--- config.mk ---
export PLATFORM = sky130hd
export DESIGN_NAME = fifo_wm_dreq
export DESIGN_NICKNAME = d
export VERILOG_FILES = /design/src/rtl/fifo_wm_dreq_pkg.sv /design/src/rtl/fifo_wm_cfg_dec.sv /design/src/rtl/fifo_wm_cmp.sv /design/src/rtl/fifo_wm_req_ctl.sv /design/src/rtl/fifo_wm_done.sv /design/src/rtl/fifo_wm_dreq.sv
export SDC_FILE = /design/constraint.sdc
export NUM_CORES = 1
export LEC_CHECK = 0
export BUFFER_PORTS_ARGS = -buffer_cell sky130_fd_sc_hd__buf_2
export CORE_ASPECT_RATIO = 0.6
export CORE_MARGIN = 1.5
export CORE_UTILIZATION = 45
export DETAILED_ROUTE_END_ITERATION = 8
export PLACE_DENSITY = 0.78
export SKIP_CTS_REPAIR_TIMING = 1
export SYNTH_ARGS = -nofsm -noshare
export SYNTH_HDL_FRONTEND = slang
export SYNTH_HIERARCHICAL = 1
export SYNTH_SLANG_ARGS = --single-unit
export TNS_END_PERCENT = 5
--- constraint.sdc ---
create_clock -name clk -period 0.9 [get_ports clk]
set_input_delay 0.045 -clock clk [delete_from_list [all_inputs] [get_ports clk]]
set_output_delay 0.045 -clock clk [all_outputs]
set_load 0.05 [all_outputs]
--- src/rtl/fifo_wm_dreq_pkg.sv ---
package fifo_wm_dreq_pkg;
  localparam int WM_W    = 12;
  localparam int LVL_W   = WM_W + 1;
  localparam int CODE_W  = 3;
  localparam int BEAT_W  = (1 << CODE_W) + 1;
  localparam int LEFT_W  = 16;

  localparam int TXWM_LSB = 0;
  localparam int RXWM_LSB = 16;
  localparam int CODE_LSB = 28;

  typedef struct packed {
    logic [WM_W-1:0]   tx_wm;
    logic [WM_W-1:0]   rx_wm;
    logic [CODE_W-1:0] code;
  } wm_cfg_t;

  function automatic wm_cfg_t split_cfg(input logic [31:0] w);
    wm_cfg_t c;
    c.tx_wm = w[TXWM_LSB +: WM_W];
    c.rx_wm = w[RXWM_LSB +: WM_W];
    c.code  = w[CODE_LSB +: CODE_W];
    return c;
  endfunction

  // code 0 -> one beat, code n -> 2^(n+1) beats
  function automatic logic [BEAT_W-1:0] beats_of(input logic [CODE_W-1:0] c);
    logic [CODE_W:0] sh;
    sh = {1'b0, c} + 1'b1;
    if (c == '0) return BEAT_W'(1);
    return BEAT_W'(1) << sh;
  endfunction
endpackage

--- src/rtl/fifo_wm_cfg_dec.sv ---
module fifo_wm_cfg_dec
  import fifo_wm_dreq_pkg::*;
(
  input  logic [31:0]       cfg_word,
  output logic [WM_W-1:0]   tx_wm,
  output logic [WM_W-1:0]   rx_wm,
  output logic [BEAT_W-1:0] burst_len
);
  wm_cfg_t cfg;
  logic    unused_cfg_bits;

  assign cfg             = split_cfg(cfg_word);
  assign tx_wm           = cfg.tx_wm;
  assign rx_wm           = cfg.rx_wm;
  assign burst_len       = beats_of(cfg.code);
  assign unused_cfg_bits = ^{cfg_word[31], cfg_word[15:12]};
endmodule

--- src/rtl/fifo_wm_cmp.sv ---
module fifo_wm_cmp
  import fifo_wm_dreq_pkg::*;
(
  input  logic [LVL_W-1:0]  fifo_level,
  input  logic [WM_W-1:0]   tx_wm,
  input  logic [WM_W-1:0]   rx_wm,
  input  logic [BEAT_W-1:0] burst_len,
  input  logic [LEFT_W-1:0] beats_left,
  input  logic              rx_dir,
  input  logic              dma_mode,
  input  logic              pkt_end,
  input  logic              ccs_timeout,
  output logic              tx_hit,
  output logic              rx_hit,
  output logic              eop_short,
  output logic              want_burst,
  output logic              want_single,
  output logic              want_tx_irq,
  output logic              want_rx_irq
);
  logic have_left;
  logic have_data;
  logic eop_dma;
  logic rx_eop_fits;

  assign have_left   = (beats_left != '0);
  assign have_data   = (fifo_level != '0);
  assign tx_hit      = fifo_level <= LVL_W'(tx_wm);
  assign rx_hit      = fifo_level >  LVL_W'(rx_wm);
  assign eop_short   = beats_left < LEFT_W'(burst_len);
  assign eop_dma     = dma_mode && pkt_end && !ccs_timeout && have_left;
  assign rx_eop_fits = LEFT_W'(rx_wm) <= beats_left;

  always_comb begin
    want_single = eop_dma && eop_short && (rx_dir ? have_data : 1'b1);
    want_burst  = 1'b0;
    if (dma_mode && have_left && !want_single) begin
      if (rx_dir) want_burst = rx_hit;
      else        want_burst = tx_hit || eop_dma;
    end
  end

  always_comb begin
    want_tx_irq = 1'b0;
    want_rx_irq = 1'b0;
    if (!dma_mode) begin
      if (rx_dir)
        want_rx_irq = rx_hit || (pkt_end && have_data && have_left && rx_eop_fits);
      else
        want_tx_irq = have_left && (tx_hit || pkt_end);
    end
  end
endmodule

--- src/rtl/fifo_wm_req_ctl.sv ---
module fifo_wm_req_ctl (
  input  logic clk,
  input  logic rst_n,
  input  logic want_burst,
  input  logic want_single,
  input  logic want_tx_irq,
  input  logic want_rx_irq,
  input  logic dma_ack,
  output logic burst_q,
  output logic single_q,
  output logic tx_irq_q,
  output logic rx_irq_q,
  output logic pending
);
  assign pending = burst_q | single_q;

  always_ff @(posedge clk or negedge rst_n) begin
    if (!rst_n) begin
      burst_q  <= 1'b0;
      single_q <= 1'b0;
      tx_irq_q <= 1'b0;
      rx_irq_q <= 1'b0;
    end else begin
      if (pending) begin
        if (dma_ack) begin
          burst_q  <= 1'b0;
          single_q <= 1'b0;
        end
      end else begin
        burst_q  <= want_burst;
        single_q <= want_single;
      end
      tx_irq_q <= want_tx_irq;
      rx_irq_q <= want_rx_irq;
    end
  end
endmodule

--- src/rtl/fifo_wm_done.sv ---
module fifo_wm_done
  import fifo_wm_dreq_pkg::*;
(
  input  logic              clk,
  input  logic              rst_n,
  input  logic [LEFT_W-1:0] beats_left,
  input  logic              pending,
  output logic              done_q
);
  logic armed_q;
  logic finish_now;

  assign finish_now = armed_q && (beats_left == '0) && !pending;

  always_ff @(posedge clk or negedge rst_n) begin
    if (!rst_n) begin
      armed_q <= 1'b0;
      done_q  <= 1'b0;
    end else begin
      done_q <= finish_now;
      if (beats_left != '0) armed_q <= 1'b1;
      else if (finish_now)  armed_q <= 1'b0;
    end
  end
endmodule

--- src/rtl/fifo_wm_dreq.sv ---
module fifo_wm_dreq
  import fifo_wm_dreq_pkg::*;
(
  input  logic              clk,
  input  logic              rst_n,
  input  logic [31:0]       cfg_word,
  input  logic [LVL_W-1:0]  fifo_level,
  input  logic              rx_dir,
  input  logic              dma_mode,
  input  logic [LEFT_W-1:0] beats_left,
  input  logic              pkt_end,
  input  logic              ccs_timeout,
  input  logic              dma_ack,
  output logic              burst_req,
  output logic              single_req,
  output logic              tx_irq,
  output logic              rx_irq,
  output logic              xfer_done
);
  logic [WM_W-1:0]   tx_wm;
  logic [WM_W-1:0]   rx_wm;
  logic [BEAT_W-1:0] burst_len;
  logic tx_hit, rx_hit, eop_short;
  logic want_burst, want_single, want_tx_irq, want_rx_irq;
  logic req_pending;

  fifo_wm_cfg_dec u_dec (
    .cfg_word (cfg_word),
    .tx_wm    (tx_wm),
    .rx_wm    (rx_wm),
    .burst_len(burst_len)
  );

  fifo_wm_cmp u_cmp (
    .fifo_level (fifo_level),
    .tx_wm      (tx_wm),
    .rx_wm      (rx_wm),
    .burst_len  (burst_len),
    .beats_left (beats_left),
    .rx_dir     (rx_dir),
    .dma_mode   (dma_mode),
    .pkt_end    (pkt_end),
    .ccs_timeout(ccs_timeout),
    .tx_hit     (tx_hit),
    .rx_hit     (rx_hit),
    .eop_short  (eop_short),
    .want_burst (want_burst),
    .want_single(want_single),
    .want_tx_irq(want_tx_irq),
    .want_rx_irq(want_rx_irq)
  );

  fifo_wm_req_ctl u_ctl (
    .clk        (clk),
    .rst_n      (rst_n),
    .want_burst (want_burst),
    .want_single(want_single),
    .want_tx_irq(want_tx_irq),
    .want_rx_irq(want_rx_irq),
    .dma_ack    (dma_ack),
    .burst_q    (burst_req),
    .single_q   (single_req),
    .tx_irq_q   (tx_irq),
    .rx_irq_q   (rx_irq),
    .pending    (req_pending)
  );

  fifo_wm_done u_done (
    .clk       (clk),
    .rst_n     (rst_n),
    .beats_left(beats_left),
    .pending   (req_pending),
    .done_q    (xfer_done)
  );
endmodule

==> results.sh <==
export IMPL_clock_latency_ns=0.22
export IMPL_skew_ns=0.00147
export IMPL_drt_pass1_iterations=6
export IMPL_h_tree_depth=1
export IMPL_ant_nets=0
export IMPL_gr_total_overflow=0
export IMPL_clockBufferDepth=2
export IMPL_async_flop_share_pct=100
export IMPL_ir_drop_mv=0.438
export IMPL_place_area_mm2=0.00257
export IMPL_dp_hpwl_mm=4.55
export IMPL_core_area_mm2=0.00381
export IMPL_startpoint="cfg_word[9]"
export IMPL_run_status="finished, violations left"
export IMPL_critical_path_class="in -> reg"
export IMPL_synth_largest_area_cell="ha_1"
export IMPL_first_iter_violations=84
export IMPL_rr_startpoint="u_ctl/single_q"
export IMPL_io_buffers=67
export IMPL_power_density_mw_per_mm2=690
export IMPL_crit_required_ns=1.04
export IMPL_synth_area_leaders="ha_1 (30%), buf_4 (10%), inv_1 (9.3%)"
export IMPL_postSynthCellCount=231
export IMPL_cpPeakStageDelay_ns=0.27
export IMPL_gp_congestion=0.869
export IMPL_path_buf_inv=2
export IMPL_ys_seq_area_share_pct=8.12
export IMPL_routedWlPerCell_um=14.8
export IMPL_post_place_ws_ns=-1.08
export IMPL_initial_core_util_pct=48.6
export IMPL_grt_pass1_vias=1772
export IMPL_fillers=294
export IMPL_holdPathStages=2
export IMPL_drc=1
export IMPL_cp_end_kind="flip-flop"
export IMPL_drive_above_1_share_pct=53.2
export IMPL_fp_dieW_um=85.8
export IMPL_grt_pass1_wl_mm=8.00
export IMPL_setup_ws_ns=-0.755
export IMPL_avgSynthCellArea_um2=8.01
export IMPL_crit_chain="buf_6, inv_4, ha_4, and4b_2, a221oi_2, o211ai_1, o21ai_2, nor3_2, nor4b_4, nand2b_1, mux2i_1"
export IMPL_num_vias=1959
export IMPL_root_buffer="clkbuf_8"
export IMPL_synthFlopType="dfrtp_1"
export IMPL_post_route_min_period_ns=1.65
export IMPL_critical_path_depth=11
export IMPL_setup_viol=8
export IMPL_max_cap_violations=0
export IMPL_nets=443
export IMPL_min_path_type="in -> reg"
export IMPL_grt_total_usage_pct=22.5
export IMPL_fp_row_count=17
export IMPL_synth_warning_count=6
export IMPL_crit_path_start_kind="input pin"
export IMPL_area_growth_syn_to_layout_pct=52.9
export IMPL_crit_path_top_delay_cell="a221oi_2"
export IMPL_rsz0062_at_grt="true"
export IMPL_antenna_found_initial=0
export IMPL_synth_area_mm2=0.00185
export IMPL_slew_viol_final=0
export IMPL_die_area_mm2=0.00452
export IMPL_ios=73
export IMPL_numCtsBuffers=3
export IMPL_synth_seq_cells=6
export IMPL_yosysTopAreaCellShare_pct=29.8
export IMPL_final_cell_mix="buf_2 (58), buf_4 (53), inv_1 (38)"
export IMPL_fin_crit_sh_pct=184
export IMPL_violations="design-rule violations, negative setup slack"
export IMPL_rr_worst_depth=2
export IMPL_max_freq_mhz=604
export IMPL_crit_family="simple AND/OR/NAND/NOR gates"
export IMPL_via_per_inst=5.21
export IMPL_p_leak_nw=1.48
export IMPL_clkSinkCount=6
export IMPL_hp_start="dma_ack"
export IMPL_cp_arrival_ns=1.80
export IMPL_clkSlewWorstSetupHoldPaths_ns=0.04
export IMPL_synth_edff_count=0
export IMPL_final_common_cell="buf_2"
export IMPL_synthesis_nets=343
export IMPL_grt_start_max_net_pins=8
export IMPL_cts_tree="yes"
export IMPL_crit_path_max_fanout=3
export IMPL_die_h_um=52.7
export IMPL_hold_viol=0
export IMPL_ys_types=45
export IMPL_stdcell_area_mm2=0.00283
export IMPL_wl_mm=5.56
export IMPL_num_antenna_cells=0
## logic make-up after synthesis
logic type / after synthesis / synth area share (%)
DFF: 6 / 8.12
adders and majority gates: 44 / 29.8
muxes: 2 / 1.08
buffers and inverters: 71 / 19.5
AOI/OAI and AO/OA: 44 / 18.1
and+or+nand+nor: 63 / 23.2
other: 1 / 0.203
## final cells by class
type                       instances  area (um2)  area share [%]
sequential                         6         150            5.31
tap                               47        58.8            2.08
inverter                          46         178            6.28
clock buffer                       3        41.3            1.46
timing repair buffer             120         796            28.1
multi-input combinational        154        1600            56.7
## metrics by stage
step           utilization [%]  power (mW)  cells  setup TNS (ns)  hold WS, ns
3_3_place_gp              67.5        1.36    371           -3.94       -0.128
6_report                  74.3        1.95    376           -3.00       0.0304
5_1_grt                   74.3        2.08    376           -3.46       0.0407
2_1_floorplan                -       0.930    231           -3.04       -0.251
3_5_place_dp              67.5        1.40    371           -4.40       -0.126
4_1_cts                   68.6        1.82    374           -3.20       -0.365
## Yosys cell counts (2+ instances only)
| master | number |
|---|---|
| inv_1 | 46 |
| ha_1 | 44 |
| buf_4 | 25 |
| nor2_1 | 10 |
| a21o_1 | 9 |
| a21oi_1 | 9 |
| nand4_1 | 7 |
| nor4_1 | 7 |
| dfrtp_1 | 6 |
| nand3_1 | 6 |
| nor3_1 | 5 |
| o21ai_0 | 5 |
| a211oi_1 | 4 |
| nand2_1 | 4 |
| nand2b_1 | 4 |
| and3b_2 | 3 |
| nor3b_1 | 3 |
| o211ai_1 | 3 |
| and3_1 | 2 |
| mux2i_1 | 2 |
| nor2b_1 | 2 |
| nor4_2 | 2 |
## worst paths after layout
kind	endpoint	slack (ns)
worst max-delay path	u_ctl/burst_q	-0.75
worst min-delay path	u_ctl/burst_q	0.03
worst max register to register	u_done/armed_q	-0.02
worst min register to register	u_done/armed_q	0.46
max in group asynchronous	u_ctl/burst_q	0.59
min in group asynchronous	u_done/done_q	0.17
## layer usage
layer	vias to the layer above	global-route usage (%)	part of all wire, %	wire length, um
met3	4	1.42	7.0	390
met5	-	0	0	0
met1	875	33.8	49	2730
met4	0	3.23	0.41	23
met2	87	35.8	44	2420
li1	993	-	-	-
## sequential cells by signal, summed over array words and instances (netlist names)
name and flops:
u_ctl/single_q 1, u_ctl/tx_irq_q 1, u_ctl/rx_irq_q 1, u_done/armed_q 1, u_ctl/burst_q 1, u_done/done_q 1
## power by group
part | leakage (nW) | total [mW] | switching [mW] | internal, mW
clock | 0.0216 | 0.407 | 0.119 | 0.288
combinational | 1.38 | 1.26 | 0.608 | 0.649
sequential | 0.0751 | 0.287 | 0.00372 | 0.283
total | 1.48 | 1.95 | 0.731 | 1.22
(Power assumes the default switching activity.)
